$ cat config.mk
export PLATFORM = sky130hd
export DESIGN_NAME = sincos_cmd_ctrl
export DESIGN_NICKNAME = d
export VERILOG_FILES = /design/src/rtl/sincos_cmd_ctrl.sv
export SDC_FILE = /design/constraint.sdc
export NUM_CORES = 1
export LEC_CHECK = 0
export ABC_CLOCK_PERIOD_IN_PS = 4900
export BUFFER_PORTS_ARGS = -buffer_cell sky130_fd_sc_hd__buf_2
export CAP_MARGIN = 10
export CORE_UTILIZATION = 38
export DETAILED_ROUTE_END_ITERATION = 8
export PLACE_DENSITY = 0.66
export REMOVE_ABC_BUFFERS = 1
export SYNTH_ARGS = -nofsm -noshare
export SYNTH_HDL_FRONTEND = slang
export SYNTH_SLANG_ARGS = --single-unit
export TNS_END_PERCENT = 5
$ cat constraint.sdc
create_clock -name clk -period 4.9 [get_ports clk]
set_input_delay 0.98 -clock clk [delete_from_list [all_inputs] [get_ports clk]]
set_output_delay 0.98 -clock clk [all_outputs]
set_load 0.02 [all_outputs]
$ cat src/rtl/sincos_cmd_ctrl.sv
module sincos_cmd_ctrl #(
  parameter int          DW        = 32,
  parameter logic [7:0]  MARKER    = 8'h41,
  parameter logic [7:0]  C_ENG0    = 8'h42,
  parameter logic [7:0]  C_ENG1    = 8'h43,
  parameter logic [7:0]  C_MOD_ON  = 8'h44,
  parameter logic [7:0]  C_MOD_OFF = 8'h45
) (
  input  logic          clk,
  input  logic          rst,
  input  logic          rx_valid,
  input  logic [7:0]    rx_data,
  input  logic          tx_ready,
  output logic          tx_valid,
  output logic [7:0]    tx_data,
  output logic [DW-1:0] eng_phase,
  output logic          eng_clk_en,
  output logic          eng0_start,
  input  logic          eng0_done,
  input  logic [DW-1:0] eng0_sin,
  input  logic [DW-1:0] eng0_cos,
  output logic          eng1_start,
  input  logic          eng1_done,
  input  logic [DW-1:0] eng1_sin,
  input  logic [DW-1:0] eng1_cos,
  output logic          stat_ready,
  output logic          stat_calc,
  output logic          stat_clkmod,
  output logic          stat_txbusy
);
  localparam int NB = DW / 8;
  localparam int RB = 2 * NB;
  localparam int CW = $clog2(RB + 1);

  typedef enum logic [2:0] {S_MARK, S_CODE, S_PHASE, S_START, S_WAIT, S_TX} st_t;

  st_t            st;
  logic           sel;
  logic [CW-1:0]  cnt;
  logic [DW-1:0]  phase;
  logic [2*DW-1:0] reply;
  logic           mod_on;
  logic           tog;

  wire            tx_fire  = tx_valid && tx_ready;
  wire            res_done = sel ? eng1_done : eng0_done;
  wire [DW-1:0]   res_sin  = sel ? eng1_sin  : eng0_sin;
  wire [DW-1:0]   res_cos  = sel ? eng1_cos  : eng0_cos;

  always_ff @(posedge clk) begin
    if (rst) begin
      st     <= S_MARK;
      sel    <= 1'b0;
      cnt    <= '0;
      phase  <= '0;
      reply  <= '0;
      mod_on <= 1'b0;
      tog    <= 1'b0;
    end else begin
      tog <= mod_on ? ~tog : 1'b0;
      case (st)
        S_MARK:
          if (rx_valid && rx_data == MARKER) st <= S_CODE;
        S_CODE:
          if (rx_valid) begin
            cnt <= '0;
            if (rx_data == C_ENG0) begin
              sel <= 1'b0;
              st  <= S_PHASE;
            end else if (rx_data == C_ENG1) begin
              sel <= 1'b1;
              st  <= S_PHASE;
            end else begin
              if (rx_data == C_MOD_ON)  mod_on <= 1'b1;
              if (rx_data == C_MOD_OFF) mod_on <= 1'b0;
              st <= S_MARK;
            end
          end
        S_PHASE:
          if (rx_valid) begin
            phase <= {rx_data, phase[DW-1:8]};
            cnt   <= cnt + 1'b1;
            if (cnt == CW'(NB - 1)) st <= S_START;
          end
        S_START:
          st <= S_WAIT;
        S_WAIT:
          if (res_done) begin
            reply <= {res_cos, res_sin};
            cnt   <= '0;
            st    <= S_TX;
          end
        S_TX:
          if (tx_fire) begin
            reply <= reply >> 8;
            cnt   <= cnt + 1'b1;
            if (cnt == CW'(RB - 1)) st <= S_MARK;
          end
        default:
          st <= S_MARK;
      endcase
    end
  end

  assign eng_phase   = phase;
  assign eng0_start  = (st == S_START) && !sel;
  assign eng1_start  = (st == S_START) &&  sel;
  assign eng_clk_en  = !mod_on || tog;
  assign tx_valid    = (st == S_TX);
  assign tx_data     = reply[7:0];
  assign stat_ready  = (st == S_MARK) || (st == S_CODE) || (st == S_PHASE);
  assign stat_calc   = (st == S_START) || (st == S_WAIT);
  assign stat_clkmod = mod_on;
  assign stat_txbusy = (st == S_TX);
endmodule

==> impl_metrics.csv, run 1 <==
group,metric,value,unit
clocking,cts_hold_buf,0,
floorplan,core,0.0133,mm2
timing,holdWs,0.450,ns
clocking,cts_tree,"yes",
placed_design,numPortBuffers,189,
detailed_routing,dr.max_layer_used,"met4",
synthesis,yosysMostFrequentCell,"nand2_1",
critical_path,crit_end,"eng1_start",
global_routing,grt_overflow,0,
detailed_routing,viasPerCell,5.01,
detailed_routing,met1_length,5820,um
global_routing,grt_usage,0.172,
synthesis,async_flop_share,0,
critical_path,cp-startpoint,"sel",
floorplan,io_pins,190,
clocking,cts_resized,0,
layout,area_delta_synth_final,22.8,%
critical_path,r2r-start,"st[2]",
global_routing,grt_pass1_wl,20300,um
placed_design,dpl.hpwl,8220,um
layout,stdcell_area,0.00638,mm2
layout,nNetsFinal,930,
layout,n_antenna_cell,0,
timing,clock.fmax,347,MHz
detailed_routing,post_drt_wl_per_cell,12.7,um
global_routing,grt_pass1_vias,4418,
layout,drive_above_1_share,0.283,
synthesis,synth_compound_area_frac,0.210,
synthesis,ys_seq_area_frac,0.408,
timing,period_minus_slack,2.88,ns
synthesis,synth_mux_area_frac,0.129,
timing,finalMaxSlewViolations,0,
critical_path,crit_arrival,1.90,ns
global_routing,grt_max_degree,108,
timing,skew,0.00416,ns
placed_design,placed_cell_area,0.00609,mm2
min_path,hp-class,"flip-flop to flip-flop",
power_and_ir_drop,p_comb_frac,0.119,
synthesis,synth_area_leaders,"dfxtp_1 41%, nand2_1 13%, mux2i_1 11%",
floorplan,die_h,119,um
detailed_routing,wl_met3,867,um
timing,setup_viol,0,
clocking,htreeDepth,3,
floorplan,initial_core_util,0.391,
clocking,clock_latency,0.34,ns
placed_design,routabilityCongestion,0.774,
clocking,cts_buffer_depth,2,
detailed_routing,wirelength,12300,um
synthesis,ys_ff_latch,106,
floorplan,die_x,119,um
clocking,post-cts-setup-buffer-count,0,
power_and_ir_drop,p_sw_frac,0.248,
clocking,clkTransAtPathRegs,0.07,ns
layout,stdcell_count,968,
clocking,cts.sinks,106,
synthesis,synth_edf_count,0,
critical_path,rr_worst_depth,5,
power_and_ir_drop,p_leak,2.57,nW
status,outcome,"complete, no violations",
synthesis,synth_top_area_cell,"dfxtp_1",
power_and_ir_drop,power_switching,0.459,mW
synthesis,synth_cells,646,
critical_path,worst_setup_path_start_kind,"flip-flop",
clocking,cts_buffers,9,
critical_path,reg2reg_slack,2.45,ns
synthesis,ys_top_cells_by_count,"183 x nand2_1, 106 x dfxtp_1, 95 x a21oi_1",
timing,setup-tns-final,0,ns
synthesis,synth-simple-area-share,0.181,
detailed_routing,ant_nets,0,
detailed_routing,drt_iter0_drc,328,
detailed_routing,dr_total_vias,4853,
power_and_ir_drop,clkPwrFrac,0.389,
synthesis,synth_top_area_frac,0.408,
synthesis,synth_top_family_by_area,"compound AO/OA/AOI/OAI gates",
floorplan,die-area,0.0142,mm2
timing,finalCritPeriodShare,0.588,
layout,final_core_util,0.480,
placed_design,dp_cells,952,
timing,relSlewSlack,0.264,
synthesis,syn_avg_cell_area,8.05,um2
detailed_routing,drc,0,
critical_path,crit_path_max_fanout,66,
timing,hold_viol,0,
synthesis,yosysUniqueCellTypes,42,
synthesis,synthAdderAreaFrac,0.00241,
synthesis,ys.flop_type,"dfxtp_1",
detailed_routing,dr.pass1.iters,4,
power_and_ir_drop,p_int,1.39,mW
synthesis,syn_area,0.00520,mm2
critical_path,rr_endpoint,"reply[61]",
job,maxCapViolations,0,
clocking,cts-root-buf,"clkbuf_16",
critical_path,endpoint_kind,"output pin",
global_routing,antenna_found_initial,0,
synthesis,ys_warn_count,0,
timing,worst_pin_slew,1.10,ns
timing,rsz0062_at_grt,"false",
floorplan,num_rows,42,
detailed_routing,wl_met2,5530,um
synthesis,synth_xor_area_frac,0,
critical_path,critical_path_class,"flip-flop to output pin",
critical_path,cp.required,3.92,ns
power_and_ir_drop,power_frac_seq,0.492,
power_and_ir_drop,ir_drop,0.000217,V
power_and_ir_drop,powerDensity,290,mW/mm2
## per-layer routing
layer / global-route usage / vias up
met1: 0.222 / 2187
li1: - / 2522
met4: 0.0380 / 0
met3: 0.0493 / 9
met5: 0 / -
met2: 0.283 / 135
## cells by family after synthesis
logic type | Yosys count
adder cells (fa/ha/maj) | 1
AND/OR/NAND/NOR | 227
multiplexers | 66
AO/OA/AOI/OAI | 175
buffers and inverters | 71
flip-flops | 106
## flip-flops by register name, indices dropped and copies added, names as in the netlist
| register | cells |
|---|---|
| cnt | 4 |
| eng_phase | 32 |
| reply | 64 |
| sel | 1 |
| st | 3 |
| stat_clkmod | 1 |
| tog | 1 |
## metrics by stage
step,total power [mW],setup WS [ns]
after CTS,1.88,1.96
after global routing,1.94,1.86
after detailed placement,1.15,1.83
after global placement,1.15,1.82
final,1.85,2.02
after floorplan,1.04,0.390
## area by class of cell
cell class | instances | area [um2]
fillers | 1370 | 6910
inverters | 6 | 22.5
well taps | 176 | 220
repair buffers | 195 | 993
clock inverters | 5 | 62.6
clock buffers | 11 | 233
multi-input cells | 469 | 2730
flip-flops and latches | 106 | 2130
## critical path: stages (launching register included)
cell and delay, ns:
dfxtp_4 0.37, buf_4 0.73, and3_1 0.29, buf_2 0.17
## power by group through the flow
stage / Sequential, mW / Clock, mW / Combinational (mW)
2_1_floorplan: 0.929 / 0 / 0.112
3_3_place_gp: 0.929 / 0 / 0.219
3_5_place_dp: 0.930 / 0 / 0.222
4_1_cts: 0.909 / 0.747 / 0.223
5_1_grt: 0.913 / 0.781 / 0.247
6_report: 0.909 / 0.720 / 0.220
## worst min-delay path by stage
stage / from / end / cells after the start
finish: reply[2] / reply[2] / 2
floorplan: reply[10] / reply[10] / 2
global route: reply[7] / reply[7] / 2
detailed placement: reply[7] / reply[7] / 2
CTS: reply[7] / reply[7] / 2
global placement: reply[5] / reply[5] / 2
## cells in the final DEF, fill, tap and decap left out, types with 2 or more instances in the layout
| cell type | n |
|---|---|
| mux2_2 | 8 |
| nand2_1 | 183 |
| a21oi_1 | 95 |
| clkinvlp_4 | 2 |
| mux2i_1 | 58 |
| inv_1 | 6 |
| nand3_1 | 4 |
| a22oi_1 | 8 |
| a311oi_1 | 3 |
| and3_1 | 2 |
| o211ai_1 | 56 |
| nor2_1 | 15 |
| buf_4 | 7 |
| nand2b_1 | 5 |
| clkbuf_16 | 9 |
| dfxtp_1 | 105 |
| nand4_1 | 2 |
| buf_2 | 188 |
| a32oi_1 | 2 |
| clkbuf_1 | 2 |
| nor2b_1 | 7 |
(Power assumes the default switching activity.)
==> run 2: changes to the inputs <==
- ABC_CLOCK_PERIOD_IN_PS: 4900 -> 2900
- clock period: 4.9 -> 2.9 ns (I/O delays scaled with it)
==> impl_metrics.csv, run 2 (synthesis gave the netlist of run 1 again) <==
group,metric,value,unit
status,outcome,"complete, no violations",
clocking,cts-root-buf,"clkbuf_16",
floorplan,die-area,0.0142,mm2
detailed_routing,ant_nets,0,
clocking,cts_buffers,9,
critical_path,worst_setup_path_start_kind,"flip-flop",
detailed_routing,drt_iter0_drc,318,
floorplan,die_x,119,um
layout,area_delta_synth_final,24.0,%
layout,top_register,"reply",
critical_path,cp_cell_sequence,"or3b_4 -> nand2_1 -> buf_2",
clocking,clock_latency,0.35,ns
clocking,cts_tree,"yes",
clocking,cts.sinks,106,
layout,final_cell_mix,"188 x buf_2, 183 x nand2_1, 105 x dfxtp_1",
global_routing,grt_pass1_vias,4618,
timing,finalCritPeriodShare,0.783,
critical_path,crit_buf_inv,1,
placed_design,routabilityCongestion,0.717,
timing,relSlewSlack,0.502,
min_path,hp-class,"flip-flop to flip-flop",
layout,nNetsFinal,932,
critical_path,cp-startpoint,"st[2]",
clocking,clkTransAtPathRegs,0.07,ns
clocking,cts_resized,0,
floorplan,io_pins,190,
power_and_ir_drop,power_switching,0.760,mW
power_and_ir_drop,clkPwrFrac,0.375,
layout,layout_commonest_cell,"buf_2",
critical_path,critical_path_class,"flip-flop to output pin",
detailed_routing,drc,0,
timing,worst_pin_slew,0.736,ns
critical_path,crit_path_max_fanout,16,
critical_path,endpoint_kind,"output pin",
global_routing,grt_pass1_wl,20600,um
detailed_routing,dr.pass1.iters,4,
clocking,post-cts-setup-buffer-count,0,
timing,hold_viol,0,
critical_path,crit_arrival,1.69,ns
detailed_routing,wirelength,12200,um
power_and_ir_drop,p_sw_frac,0.248,
timing,period_minus_slack,2.27,ns
placed_design,dpl.hpwl,8370,um
critical_path,slowest_delay,0.61,ns
critical_path,path_delay_family,"flip-flops",
timing,finalMaxSlewViolations,0,
power_and_ir_drop,ir_drop,0.000369,V
placed_design,numPortBuffers,189,
timing,fin_ws,0.629,ns
placed_design,preCtsSetupSlack,0.694,ns
timing,setup_viol,0,
layout,drive_above_1_share,0.286,
job,maxCapViolations,0,
detailed_routing,post_drt_wl_per_cell,12.6,um
power_and_ir_drop,p_leak,2.61,nW
detailed_routing,viasPerCell,5.05,
floorplan,initial_core_util,0.391,
layout,largest_reg_flops,64,
global_routing,grt_overflow,0,
global_routing,grt_max_degree,81,
min_path,hold_path.startpoint,"reply[6]",
timing,clock.fmax,440,MHz
timing,skew,0.00547,ns
floorplan,num_rows,42,
clocking,cts_buffer_depth,2,
global_routing,grt_usage,0.177,
power_and_ir_drop,powerDensity,475,mW/mm2
power_and_ir_drop,p_comb_frac,0.124,
power_and_ir_drop,power_frac_seq,0.501,
detailed_routing,dr_total_vias,4892,
clocking,cts_hold_buf,0,
timing,rsz0062_at_grt,"false",
floorplan,core,0.0133,mm2
layout,n_antenna_cell,0,
critical_path,cp.required,2.32,ns
critical_path,r2r-start,"st[2]",
clocking,htreeDepth,3,
critical_path,slowest_stage,"dfxtp_1",
global_routing,antenna_found_initial,0,
power_and_ir_drop,p_int,2.31,mW
floorplan,die_h,119,um
timing,holdWs,0.449,ns
timing,setup-tns-final,0,ns
==> run 2: per-layer routing <==
| metal | routed length [um] | share of wire | global-route usage | vias to the layer above |
|---|---|---|---|---|
| met5 | 0 | 0 | 0 | - |
| met3 | 972 | 0.079 | 0.0680 | 9 |
| met2 | 5560 | 0.45 | 0.304 | 127 |
| met1 | 5590 | 0.46 | 0.206 | 2223 |
| met4 | 111 | 0.0091 | 0.0451 | 0 |
| li1 | - | - | - | 2533 |
==> run 2: path summary, 6_finish.rpt <==
path / to / slack, ns / depth (start not counted)
setup / recovery: stat_calc / 0.63 / 3
hold / removal: reply[6] / 0.45 / 2
setup reg to reg: reply[23] / 0.71 / 5
hold reg to reg: reply[6] / 0.45 / 2
==> run 2: layout make-up <==
cell class	count	area [um2]
clock buffers	11	253
inverters	6	22.5
clock inverters	4	27.5
multi-input cells	469	2730
flip-flops and latches	106	2130
repair buffers	197	1070
fillers	1356	6850
well taps	176	220
==> run 2: worst reg2reg max path: cells and delay by family, from the launching register on <==
kind / cells / cell delay [ns]
flops: 1 / 0.61
simple gates: 1 / 0.49
buf+inv: 1 / 0.27
compound gates: 3 / 0.74
==> run 2: power by group through the flow <==
| stage | Clock, mW | Combinational [mW] | Sequential (mW) |
|---|---|---|---|
| finish | 1.15 | 0.381 | 1.54 |
| global route | 1.24 | 0.430 | 1.54 |
| CTS | 1.20 | 0.388 | 1.54 |
| detailed placement | 0 | 0.386 | 1.57 |
| global placement | 0 | 0.381 | 1.57 |
| floorplan | 0 | 0.189 | 1.57 |
==> run 2: per-stage QoR <==
stage                     total power [mW]   util  cells  instance area (um2)
after CTS                             3.13  0.485    969                 6450
after global routing                  3.22  0.485    969                 6450
after detailed placement              1.96  0.464    954                 6170
final                                 3.07  0.485    969                 6450
after floorplan                       1.76      -    581                 4860
after global placement                1.95  0.464    954                 6170
